[src/rtl/pxalu_pkg.sv]
package pxalu_pkg;

  typedef enum logic [1:0] {
    GRP_LOGIC = 2'd0,
    GRP_ADD   = 2'd1,
    GRP_ADDC  = 2'd2,
    GRP_RSVD  = 2'd3
  } grp_e;

  typedef enum logic [2:0] {
    X_A, X_AORB, X_AORNB, X_ZERO, X_AANDB
  } xsel_e;

  typedef enum logic [2:0] {
    Y_ZERO, Y_AANDNB, Y_NB, Y_ONES, Y_AANDB, Y_B, Y_A
  } ysel_e;

  // Truth table indexed by {a_bit, b_bit}
  function automatic logic [3:0] truth_of(input logic [3:0] sel);
    case (sel)
      4'd0:  truth_of = 4'b0011;
      4'd1:  truth_of = 4'b0001;
      4'd2:  truth_of = 4'b0010;
      4'd3:  truth_of = 4'b0000;
      4'd4:  truth_of = 4'b0111;
      4'd5:  truth_of = 4'b0101;
      4'd6:  truth_of = 4'b0110;
      4'd7:  truth_of = 4'b0100;
      4'd8:  truth_of = 4'b0011;
      4'd9:  truth_of = 4'b1001;
      4'd10: truth_of = 4'b1010;
      4'd11: truth_of = 4'b1000;
      4'd12: truth_of = 4'b1111;
      4'd13: truth_of = 4'b1101;
      4'd14: truth_of = 4'b1110;
      default: truth_of = 4'b1100;
    endcase
  endfunction

  function automatic xsel_e xsel_of(input logic [3:0] sel);
    case (sel)
      4'd1, 4'd5, 4'd13:  xsel_of = X_AORB;
      4'd2, 4'd7, 4'd10, 4'd14: xsel_of = X_AORNB;
      4'd3:               xsel_of = X_ZERO;
      4'd11:              xsel_of = X_AANDB;
      default:            xsel_of = X_A;
    endcase
  endfunction

  function automatic ysel_e ysel_of(input logic [3:0] sel);
    case (sel)
      4'd4, 4'd5:                 ysel_of = Y_AANDNB;
      4'd6:                       ysel_of = Y_NB;
      4'd3, 4'd7, 4'd11, 4'd15:   ysel_of = Y_ONES;
      4'd8, 4'd10:                ysel_of = Y_AANDB;
      4'd9:                       ysel_of = Y_B;
      4'd12, 4'd13, 4'd14:        ysel_of = Y_A;
      default:                    ysel_of = Y_ZERO;
    endcase
  endfunction

endpackage

[src/rtl/pxalu_logic.sv]
module pxalu_logic #(
  parameter int W = 8
) (
  input  logic [3:0]   sel,
  input  logic [W-1:0] a,
  input  logic [W-1:0] b,
  output logic [W-1:0] y
);
  import pxalu_pkg::*;

  logic [3:0] tt;
  assign tt = truth_of(sel);

  for (genvar i = 0; i < W; i++) begin : g_bit
    assign y[i] = tt[{a[i], b[i]}];
  end

endmodule

[src/rtl/pxalu_arith.sv]
module pxalu_arith #(
  parameter int W = 8
) (
  input  logic [3:0]   sel,
  input  logic         cin,
  input  logic [W-1:0] a,
  input  logic [W-1:0] b,
  output logic [W:0]   y
);
  import pxalu_pkg::*;

  xsel_e xs;
  ysel_e ys;
  logic [W-1:0] x_term;
  logic [W-1:0] y_term;

  assign xs = xsel_of(sel);
  assign ys = ysel_of(sel);

  always_comb begin
    case (xs)
      X_AORB:  x_term = a | b;
      X_AORNB: x_term = a | ~b;
      X_ZERO:  x_term = '0;
      X_AANDB: x_term = a & b;
      default: x_term = a;
    endcase
  end

  always_comb begin
    case (ys)
      Y_AANDNB: y_term = a & ~b;
      Y_NB:     y_term = ~b;
      Y_ONES:   y_term = '1;
      Y_AANDB:  y_term = a & b;
      Y_B:      y_term = b;
      Y_A:      y_term = a;
      default:  y_term = '0;
    endcase
  end

  assign y = {1'b0, x_term} + {1'b0, y_term} + {{W{1'b0}}, cin};

endmodule

[src/rtl/pxalu_top.sv]
module pxalu_top #(
  parameter int DATA_W = 8
) (
  input  logic              clk,
  input  logic              rst,
  input  logic              in_valid,
  input  logic [5:0]        op,
  input  logic [DATA_W-1:0] opa,
  input  logic [DATA_W-1:0] opb,
  output logic              out_valid,
  output logic [DATA_W:0]   result,
  output logic              illegal
);
  import pxalu_pkg::*;

  localparam int RES_W = DATA_W + 1;

  grp_e             grp;
  logic [3:0]       sel;
  logic [DATA_W-1:0] logic_y;
  logic [RES_W-1:0] arith_y;
  logic [RES_W-1:0] nxt_res;

  assign grp = grp_e'(op[5:4]);
  assign sel = op[3:0];

  pxalu_logic #(.W(DATA_W)) u_logic (
    .sel (sel),
    .a   (opa),
    .b   (opb),
    .y   (logic_y)
  );

  pxalu_arith #(.W(DATA_W)) u_arith (
    .sel (sel),
    .cin (grp == GRP_ADDC),
    .a   (opa),
    .b   (opb),
    .y   (arith_y)
  );

  always_comb begin
    case (grp)
      GRP_LOGIC:          nxt_res = {1'b0, logic_y};
      GRP_ADD, GRP_ADDC:  nxt_res = arith_y;
      default:            nxt_res = '0;
    endcase
  end

  always_ff @(posedge clk) begin
    if (rst) begin
      out_valid <= 1'b0;
      result    <= '0;
      illegal   <= 1'b0;
    end else begin
      out_valid <= in_valid;
      if (in_valid) begin
        result  <= nxt_res;
        illegal <= (grp == GRP_RSVD);
      end
    end
  end

endmodule

[config.mk]
export PLATFORM = sky130hd
export DESIGN_NAME = pxalu_top
export DESIGN_NICKNAME = d
export VERILOG_FILES = /design/src/rtl/pxalu_pkg.sv /design/src/rtl/pxalu_logic.sv /design/src/rtl/pxalu_arith.sv /design/src/rtl/pxalu_top.sv
export SDC_FILE = /design/constraint.sdc
export NUM_CORES = 1
export LEC_CHECK = 0
export BUFFER_PORTS_ARGS = -buffer_cell sky130_fd_sc_hd__buf_2
export CORE_UTILIZATION = 40
export DETAILED_ROUTE_END_ITERATION = 8
export PLACE_DENSITY_LB_ADDON = 0.08
export SKIP_CTS_REPAIR_TIMING = 1
export SYNTH_ARGS = -nofsm -noshare
export SYNTH_HDL_FRONTEND = slang
export SYNTH_SLANG_ARGS = --single-unit
export TNS_END_PERCENT = 50
[constraint.sdc]
create_clock -name clk -period 5.5 [get_ports clk]
set_clock_uncertainty 0.2 [all_clocks]
set_input_delay 1.1 -clock clk [delete_from_list [all_inputs] [get_ports clk]]
set_output_delay 1.1 -clock clk [all_outputs]
set_load 0.05 [all_outputs]
=== After elaboration in Yosys (flattened, before gate mapping) ===
Memories as Yosys holds them, arrays and structs flattened.
Index checks and enable logic that the tools add are counted.

* Equality and inequality tests: 13
* Bitwise operators: 5
* Reduce and logical (&&, ||, !) cells: 2
* Muxes and demuxes: 19
* Add/sub/neg operators: 2
* Magnitude comparators: 8

{| class="wikitable"
|+ Operators with widths
! operator !! number
|-
| case mux 8 bit (6 select lines) || 1
|-
| case mux 8 bit (4 select lines) || 1
|-
| less-than comparator 2 x 3 -> 1 bit (second input constant) || 8
|-
| case mux 9 bit (2 select lines) || 1
|-
| bitwise AND 8 bit || 2
|-
| binary-select mux 1 bit (select 2 bit) || 8
|-
| OR 8 bit || 2
|-
| equality test 3 x 2 -> 1 bit (second input constant) || 4
|-
| equality test 3 bit (second input constant) || 4
|-
| adder 8 x 8 -> 9 bit || 1
|-
| adder 9 x 1 -> 9 bit || 1
|-
| 2-to-1 mux 1 bit || 8
|-
| NOT 8 bit || 1
|-
| equality test 3 x 1 -> 1 bit (second input constant) || 2
|-
| equality test 2 bit (second input constant) || 2
|-
| equality test 2 x 1 -> 1 bit (second input constant) || 1
|-
| zero test 2 bit || 1
|-
| OR reduction 2 bit || 1
|}

* Word-level logic and storage cells: 55
* Memory bits (read-only): 160
* Input port bits: 25
* Memories: 3
* Register bits: 11
* Output and inout port bits: 11

{| class="wikitable"
|+ Memories
! name !! words !! bits a word !! rd ports !! clocked after memory_dff !! wr ports !! line !! RTL
|-
| (name not given) || 16 || 4 || 1 || 0 || 0 || pxalu_pkg.sv:20 || <nowiki>case (sel)</nowiki>
|-
| (name not given) || 16 || 3 || 1 || 0 || 0 || pxalu_pkg.sv:51 || <nowiki>case (sel)</nowiki>
|-
| (name not given) || 16 || 3 || 1 || 0 || 0 || pxalu_pkg.sv:41 || <nowiki>case (sel)</nowiki>
|}

=== Logic depth before layout (Yosys ltp) ===
Gate-level depths: netlist of the first run.

* Depth after elaboration: 6
* Gate-level depth with buffers: 13
* Depth with buffers taken out: 11

=== Hierarchy ===
Synthesis of the first run repeated with hierarchy kept, for this count alone.

* Cells, all modules: 222
* Area, all modules: 1,667.8 um^2

{| class="wikitable"
|+ Modules (own cells, without submodules)
! module !! times used !! area an instance (um^2) !! cells each !! sequential area each (um^2)
|-
| pxalu_arith || 1 || 860.8 || 125 || 0.0
|-
| pxalu_top || 1 || 524.3 || 53 || 220.2
|-
| pxalu_logic || 1 || 282.8 || 44 || 0.0
|}

=== Least setup slack after synthesis of the first run ===
Ideal clock, no wire load.

* Path type: in2reg
* Start point: in op[1]
* End point: reg result[4]
* Library setup time: 0.076 ns
* Buffers on the path: 1
* Arrival: 3.411 ns
* Slack: 1.813 ns
* Cell stages on the path: 12
* Data required time: 5.224 ns
* Path through: buf_2 -> and2b_1 -> o32a_4 -> a21oi_1 -> a21oi_1 -> fa_1 -> inv_1 -> fa_1 -> nand2b_1 -> a21boi_0 -> or4_1 -> a31oi_1

* Cells in the longest elaborated chain, start to end: 6
* Elaborated cells on any way between the ends: 20
* Those cells by class: 2 x add/sub; 10 x eq/ne; 5 x mux; 3 x memory

{| class="wikitable"
|+ RTL lines
! element !! line !! RTL
|-
| from (decl) || pxalu_top.sv:7 || <nowiki>input logic [5:0] op,</nowiki>
|-
| memory read (16 x 3 bit) (on tied branches) || -- ||
|-
| equality test 3 bit, or another cell as far along || pxalu_arith.sv:31 || <nowiki>case (ys)</nowiki>
|-
| case mux 8 bit (6 select lines) or case mux 8 bit (4 select lines) (tied branches) || pxalu_arith.sv:31, pxalu_arith.sv:21 ||
|-
| adder 8 x 8 -> 9 bit || pxalu_arith.sv:42 || <nowiki>assign y = {1'b0, x_term} + {1'b0, y_term} + {{W{1'b0}}, cin};</nowiki>
|-
| adder 9 x 1 -> 9 bit || pxalu_arith.sv:42 ||
|-
| case mux 9 bit (2 select lines) (*) || pxalu_top.sv:43 || <nowiki>case (grp)</nowiki>
|-
| to (signal assigned) || pxalu_top.sv:58 || <nowiki>result <= nxt_res;</nowiki>
|-
| to (decl) || pxalu_top.sv:11 || <nowiki>output logic [DATA_W:0] result,</nowiki>
|}

Mark *: on every way between the ends. The rest lies on a longest branch, timed or not. The select of a mux whose other input is x is not followed.
A chain may end at the register's enable or synchronous reset.

=== Worst setup path after layout of the first run ===
Ends and elaborated chain as after synthesis.

==> results.json, run 1 <==
{
  "synth_edf_count": 0,
  "timing.rr.start": "result[7]",
  "grtUsageMet2": 0.430,
  "viasPerCell": 6.01,
  "setup-violations-final": 0,
  "wirelength_microns": 5030,
  "synth_warnings": 0,
  "grt_start_max_net_pins": 39,
  "hold_viol_final": 0,
  "fmax_mhz": 252,
  "initial_core_util": 0.430,
  "maxCapViolations": 0,
  "final_nets": 305,
  "cts-root-buf": "clkbuf_8",
  "dp_hpwl_microns": 3790,
  "worst_path_largest_cell_delay_ns": 0.46,
  "tns_ns": 0,
  "cts_num_sinks": 11,
  "synth.cell_area_sq_um": 1770,
  "path_max_fanout": 38,
  "drt_iter0_markers": 110,
  "critPathSlowestCell": "fa_1",
  "die_h_microns": 68.5,
  "area_growth_pct": 9.05,
  "relSlewSlack": 0.585,
  "cp_data_required_time_ns": 5.47,
  "wire_per_inst_microns": 15.9,
  "crit_start": "op[1]",
  "grt_pass1_vias": 1755,
  "postRouteAntennaNets": 0,
  "seq_area_frac_synth": 0.124,
  "grtUsageMet1": 0.277,
  "end_kind": "register",
  "irDropWorstVdd_v": 0.000114,
  "antenna_found_initial": 0,
  "fp.dieArea_sq_um": 4690,
  "crit_path_start_kind": "input pin",
  "diodes": 0,
  "die_w_microns": 68.5,
  "syn-num-nets": 288,
  "h-tree-depth": 1,
  "netlist_instances": 251,
  "grtUsageMet3": 0.0411,
  "num_vias": 1904,
  "cp-endpoint": "result[4]",
  "cts_tree": "built",
  "overflow": 0,
  "drc": 0,
  "track_usage": 0.230,
  "grt-busiest-layer": "met2",
  "p_leak_uw": 0.000831,
  "placedCellCount": 313,
  "numCtsBuffers": 3,
  "period_share": 0.722,
  "grt_setup_unrepaired": "false",
  "synth_seq_cells": 11,
  "critical_path_class": "in -> reg",
  "ioPinCount": 36,
  "core_area_sq_um": 4120,
  "grt_pass1_wl_microns": 8000,
  "layout_commonest_cell": "a21oi_1",
  "dr.pass1.iters": 4,
  "async_reset_ff_frac": 0,
  "place_area_sq_um": 1880,
  "min_path_cells": 2,
  "hold_class": "reg -> reg",
  "r2r_end": "result[7]",
  "port_buffers": 35,
  "row_count": 23,
  "arrival_ns": 3.94,
  "worst_pin_slew_ns": 0.607,
  "finalCriticalPeriod_ns": 3.97,
  "drive_above_1_share": 0.206,
  "final_cell_mix": "a21oi_1 (42), buf_2 (35), nor2_1 (23)",
  "clkTransAtPathRegs_ns": 0.05,
  "clk_latency_ns": 0.24,
  "syn_avg_cell_area_sq_um": 7.05,
  "ys_types": 60,
  "reg2reg_slack_ns": 4.42,
  "synthFlopType": "dfxtp_1",
  "outcome": "completed",
  "powerDensity_nw_per_um2": 189,
  "path_cells": "buf_2 -> and2b_1 -> o32a_4 -> a21oi_1 -> a21oi_1 -> fa_1 -> inv_1 -> fa_1 -> nand2b_1 -> a21boi_0 -> or4_1 -> a31oi_1",
  "final_cell_area_sq_um": 1930,
  "worstRegToRegCells": 3,
  "gp_congestion": 0.859,
  "clockBufferDepth": 2,
  "maxSlewViolCount": 0,
  "stdcell_count": 317
}
[flip-flops by register name, indices dropped and copies added (netlist names)]
| signal | count |
|---|---|
| illegal | 1 |
| out_valid | 1 |
| result | 9 |
[synth_stat cells, types with 2 or more instances]
master     instances  area share
a21oi_1           42        0.12
nor2_1            23       0.049
nand2_1           20       0.042
inv_1             15       0.032
buf_2             14       0.040
o21ai_0           13       0.037
dfxtp_1           11        0.12
ha_1              10       0.071
o211ai_1           7       0.030
o221ai_1           6       0.030
a21o_1             5       0.021
clkbuf_1           5       0.011
a2111oi_0          4       0.020
a31oi_1            4       0.014
and2_1             4       0.014
mux2_2             4       0.025
or3_1              4       0.014
nand2b_1           3       0.011
nor2b_1            3       0.011
nor3_1             3      0.0085
o2111ai_1          3       0.015
a211o_1            2      0.0099
a211oi_1           2      0.0085
a31o_1             2      0.0099
buf_4              2      0.0085
fa_1               2       0.023
mux2i_1            2       0.011
nand3_1            2      0.0057
nand3b_1           2      0.0085
o21a_1             2      0.0085
[worst min-delay path by stage]
| stage | to | from |
|---|---|---|
| 6_report | illegal | illegal |
| 2_1_floorplan | illegal | illegal |
| 4_1_cts | illegal | illegal |
| 3_5_place_dp | illegal | illegal |
| 5_1_grt | illegal | illegal |
| 3_3_place_gp | illegal | illegal |
[worst max-delay path, delay by kind of cell]
kind                     cells  cell delay, ns
buffers and inverters        2            0.53
AO/OA/AOI/OAI                5            0.86
AND/OR/NAND/NOR              3            0.80
adder cells (fa/ha/maj)      2            0.64
[area by class of cell]
| cell class | instances | area, sq um |
|---|---|---|
| repair buffers | 36 | 183 |
| clock buffers | 4 | 45.0 |
| flip-flops and latches | 11 | 220 |
| multi-input cells | 200 | 1360 |
| inverters | 16 | 60.1 |
| well taps | 50 | 62.6 |
| fillers | 475 | 2190 |
[report_power, final]
group	internal [uW]	switching, uW	total [uW]
clock network	51.0	31.5	82.5
registers	86.6	3.29	89.9
logic	70.4	122	193
total	208	157	365
[per-layer routing]
| metal | wire, microns | vias to the layer above | part of all wire |
|---|---|---|---|
| met5 | 0 | - | 0 |
| met4 | 39 | 0 | 0.0078 |
| met3 | 172 | 4 | 0.034 |
| met2 | 2510 | 36 | 0.50 |
| met1 | 2310 | 905 | 0.46 |
| li1 | - | 959 | - |
[stage by stage]
stage	power (uW)	util	worst slack, ns	hold WS (ns)
CTS	367	0.469	1.53	0.301
floorplan	241	-	1.81	0.537
global placement	282	0.458	1.35	0.272
finish	365	0.469	1.53	0.291
detailed placement	284	0.458	1.29	0.289
global route	393	0.469	1.31	0.334
[cell families (layout without fill, tap and decap cells)]
group / count (synthesis) / in the layout / synth area share
buffers and inverters: 40 / 56 / 0.107
muxes: 7 / 7 / 0.0453
DFF: 11 / 11 / 0.124
AOI/OAI and AO/OA: 107 / 107 / 0.413
and+or+nand+nor: 74 / 74 / 0.216
adders and majority gates: 12 / 12 / 0.0934
No activity file was read; power rests on OpenSTA's default activity.
==> run 2: changes to the inputs <==
clock period = 3.5 ns   (was 5.5 ns; I/O delays follow)
==> results.json, run 2 (synthesis gave the netlist of run 1 again) <==
{
  "outcome": "completed",
  "die_w_microns": 68.5,
  "path_max_fanout": 4,
  "track_usage": 0.238,
  "dp_hpwl_microns": 3960,
  "cts-root-buf": "clkbuf_8",
  "numCtsBuffers": 3,
  "top_regs": "result: 9 flops, illegal: 1 flops, out_valid: 1 flops",
  "die_h_microns": 68.5,
  "h-tree-depth": 1,
  "grt_setup_unrepaired": "false",
  "antenna_found_initial": 0,
  "final_nets": 317,
  "area_growth_pct": 14.2,
  "maxSlewViolCount": 0,
  "grt_pass1_wl_microns": 8270,
  "fmax_mhz": 321,
  "cts_num_sinks": 11,
  "cp_data_required_time_ns": 3.47,
  "clk_latency_ns": 0.23,
  "grt_pass1_vias": 1710,
  "place_area_sq_um": 1970,
  "powerDensity_nw_per_um2": 290,
  "ioPinCount": 36,
  "hold_viol_final": 0,
  "post-route-worst-setup-slack_ns": 0.382,
  "crit_path_start_kind": "input pin",
  "drc": 0,
  "clockBufferDepth": 2,
  "tns_ns": 0,
  "postRouteAntennaNets": 0,
  "finalCriticalPeriod_ns": 3.12,
  "arrival_ns": 3.09,
  "worst_pin_slew_ns": 0.569,
  "fin_total_pwr_uw": 586,
  "whs_endpoint": "illegal",
  "layout_commonest_cell": "a21oi_1",
  "cts_tree": "built",
  "maxCapViolations": 0,
  "stdcell_count": 329,
  "diodes": 0,
  "placedCellCount": 325,
  "drive_above_1_share": 0.244,
  "gp_congestion": 0.831,
  "fp.dieArea_sq_um": 4690,
  "reg2reg_slack_ns": 2.42,
  "dp_slack_ns": 0.142,
  "r2r_end": "result[7]",
  "num_vias": 1942,
  "end_kind": "register",
  "relSlewSlack": 0.611,
  "holdCritStartpoint": "illegal",
  "final_cell_mix": "a21oi_1 (42), buf_2 (35), nor2_1 (23)",
  "p_leak_uw": 0.000891,
  "overflow": 0,
  "period_share": 0.891,
  "wire_per_inst_microns": 15.8,
  "worstRegToRegCells": 3,
  "wirelength_microns": 5180,
  "clkTransAtPathRegs_ns": 0.05,
  "timing.rr.start": "result[7]",
  "core_area_sq_um": 4120,
  "critical_path_class": "in -> reg",
  "top_register": "result",
  "largest_reg_flops": 9,
  "row_count": 23,
  "dr.pass1.iters": 4,
  "port_buffers": 35,
  "final_cell_area_sq_um": 2020,
  "hold_class": "reg -> reg",
  "drt_iter0_markers": 115,
  "grt_start_max_net_pins": 21,
  "setup-violations-final": 0,
  "initial_core_util": 0.430,
  "irDropWorstVdd_v": 0.000158,
  "min_path_cells": 2,
  "viasPerCell": 5.90
}
## run 2: worst max path at each step
stage | from | to | slack (ns) | depth (start not counted)
6_report | op[1] | result[4] | 0.38 | 12
2_1_floorplan | op[1] | result[4] | 0.21 | 12
3_3_place_gp | op[1] | result[4] | 0.18 | 12
3_5_place_dp | op[2] | result[4] | 0.14 | 12
4_1_cts | op[2] | result[4] | 0.39 | 12
5_1_grt | op[3] | result[4] | 0.13 | 12
## run 2: stage by stage
step           hold slack (ns)  utilization
6_report                 0.296        0.491
5_1_grt                  0.338        0.491
3_3_place_gp             0.272        0.480
4_1_cts                  0.302        0.491
3_5_place_dp             0.290        0.480
2_1_floorplan            0.537            -
## run 2: where the power goes
group	internal, uW	switching (uW)	leakage, uW
registers	136	4.86	0.0000900
clock network	78.3	49.2	0.0000255
logic	120	197	0.000776
total	334	252	0.000891
## run 2: critical path: stages
cell      delay, ns
buf_2          0.12
nor2b_1        0.14
o32a_4         0.35
a21oi_1        0.13
a21oi_1        0.09
fa_1           0.45
inv_1          0.09
fa_1           0.18
nand2b_1       0.15
a21boi_0       0.11
or4_1          0.40
a31oi_1        0.17
## run 2: area by class of cell
cell class                 instances  area, sq um
sequential                        11          220
timing repair buffer              48          273
clock inverter                     1         5.00
tap                               50         62.6
multi-input combinational        200         1360
inverter                          16         60.1
fill                             451         2090
clock buffer                       3         41.3
## run 2: layer usage
layer | GRT usage | routed length [microns] | vias up
li1 | - | - | 989
met3 | 0.0411 | 197 | 6
met2 | 0.412 | 2500 | 39
met4 | 0.0547 | 70 | 0
met5 | 0 | 0 | -
met1 | 0.303 | 2420 | 908
==> run 3: changes to the inputs <==
--- a/config.mk
+++ b/config.mk
@@ -7,3 +7,3 @@
 export LEC_CHECK = 0
-export BUFFER_PORTS_ARGS = -buffer_cell sky130_fd_sc_hd__buf_2
+export BUFFER_PORTS_ARGS = -buffer_cell sky130_fd_sc_hd__clkbuf_2
 export CORE_UTILIZATION = 40
==> constraint.sdc (replaced) <==
create_clock -name clk -period 3.5 [get_ports clk]
set_clock_uncertainty 0.2 [all_clocks]
set_input_delay 1.05 -clock clk [delete_from_list [all_inputs] [get_ports clk]]
set_output_delay 1.05 -clock clk [all_outputs]
set_load 0.05 [all_outputs]
==> results.json, run 3 (synthesis gave the netlist of run 1 again) <==
{
  "outcome": "completed",
  "clkTransAtPathRegs_ns": 0.05,
  "fin_total_pwr_uw": 622,
  "timing.rr.start": "result[7]",
  "overflow": 0,
  "core_area_sq_um": 4120,
  "drc": 0,
  "maxSlewViolCount": 0,
  "relSlewSlack": 0.617,
  "period_share": 0.965,
  "cp_data_required_time_ns": 3.44,
  "irDropWorstVdd_v": 0.000158,
  "wire_per_inst_microns": 14.8,
  "ioPinCount": 36,
  "area_growth_pct": 23.1,
  "fmax_mhz": 296,
  "num_vias": 2006,
  "drive_above_1_share": 0.308,
  "register_area_sq_um": 220,
  "final_core_util": 0.529,
  "crit_path_start_kind": "input pin",
  "whs_endpoint": "illegal",
  "grt_setup_unrepaired": "false",
  "dp_hpwl_microns": 4090,
  "final_cell_area_sq_um": 2180,
  "cts_tree": "built",
  "place_area_sq_um": 2120,
  "setup-violations-final": 0,
  "powerDensity_nw_per_um2": 285,
  "arrival_ns": 3.32,
  "hold_viol_final": 0,
  "clockBufferDepth": 2,
  "end_kind": "register",
  "hold_class": "reg -> reg",
  "maxCapViolations": 0,
  "track_usage": 0.231,
  "antenna_found_initial": 0,
  "drt_iter0_markers": 95,
  "dr.pass1.iters": 4,
  "stdcell_count": 345,
  "final_cell_mix": "a21oi_1 (40), clkbuf_2 (33), buf_4 (30)",
  "h-tree-depth": 1,
  "final_nets": 333,
  "r2r_end": "result[7]",
  "cts_num_sinks": 11,
  "largest_reg_flops": 9,
  "cts-root-buf": "clkbuf_8",
  "reg2reg_slack_ns": 2.42,
  "postRouteAntennaNets": 0,
  "grt_start_max_net_pins": 18,
  "fp.dieArea_sq_um": 4690,
  "row_count": 23,
  "worstRegToRegCells": 3,
  "clk_latency_ns": 0.24,
  "gp_congestion": 0.847,
  "diodes": 0,
  "whs_ns": 0.308,
  "multiInputGateArea_sq_um": 1400,
  "p_leak_uw": 0.000970,
  "fillCellCount": 449,
  "die_w_microns": 68.5,
  "port_buffers": 35,
  "wirelength_microns": 5090,
  "critical_path_class": "in -> reg",
  "grt_pass1_wl_microns": 8110,
  "numCtsBuffers": 3,
  "path_max_fanout": 5,
  "top_regs": "result: 9 flops, illegal: 1 flops, out_valid: 1 flops",
  "initial_core_util": 0.430,
  "top_register": "result",
  "placedCellCount": 342,
  "worst_pin_slew_ns": 0.560,
  "viasPerCell": 5.81,
  "layout_commonest_cell": "a21oi_1",
  "grt_pass1_vias": 1789,
  "holdCritStartpoint": "illegal",
  "min_path_cells": 2,
  "finalCriticalPeriod_ns": 3.38,
  "die_h_microns": 68.5
}
run 3: how the worst max path moves through the flow:
stage | from | end | slack (ns)
CTS | op[1] | result[7] | 0.11
finish | op[2] | result[6] | 0.12
floorplan | op[1] | result[4] | 0.009
global placement | op[1] | result[7] | -0.06
global route | op[1] | result[8] | 0.007
detailed placement | op[1] | result[7] | -0.14
run 3: critical path, stage by stage:
cell      delay, ns
buf_2          0.13
and2b_1        0.16
o32a_4         0.36
a21oi_2        0.13
a21oi_2        0.06
fa_2           0.43
inv_2          0.08
fa_2           0.20
nand2b_4       0.13
a21oi_1        0.11
o21a_1         0.18
o41ai_1        0.29
run 3: power breakdown:
part	switching [uW]	internal (uW)	total (uW)
Combinational	206	145	351
Sequential	5.28	136	141
Clock	49.3	80.1	129
Total	261	361	622
run 3: final cells by class:
| cell class | instances | area share |
|---|---|---|
| tap | 50 | 0.0287 |
| clock buffer | 4 | 0.0207 |
| multi-input combinational | 200 | 0.640 |
| inverter | 16 | 0.0276 |
| timing repair buffer | 64 | 0.182 |
| sequential | 11 | 0.101 |
run 3: per-layer routing:
layer / part of all wire / vias to the layer above / GRT usage
li1: - / 1015 / -
met1: 0.47 / 941 / 0.296
met2: 0.49 / 44 / 0.412
met3: 0.032 / 6 / 0.0378
met4: 0.012 / 0 / 0.0313
met5: 0 / - / 0
run 3: per-stage QoR:
stage	setup TNS (ns)	setup slack, ns
final	0	0.121
after global routing	0	0.00693
after CTS	0	0.111
after detailed placement	-0.398	-0.135
after global placement	-0.216	-0.0597
after floorplan	0	0.00887
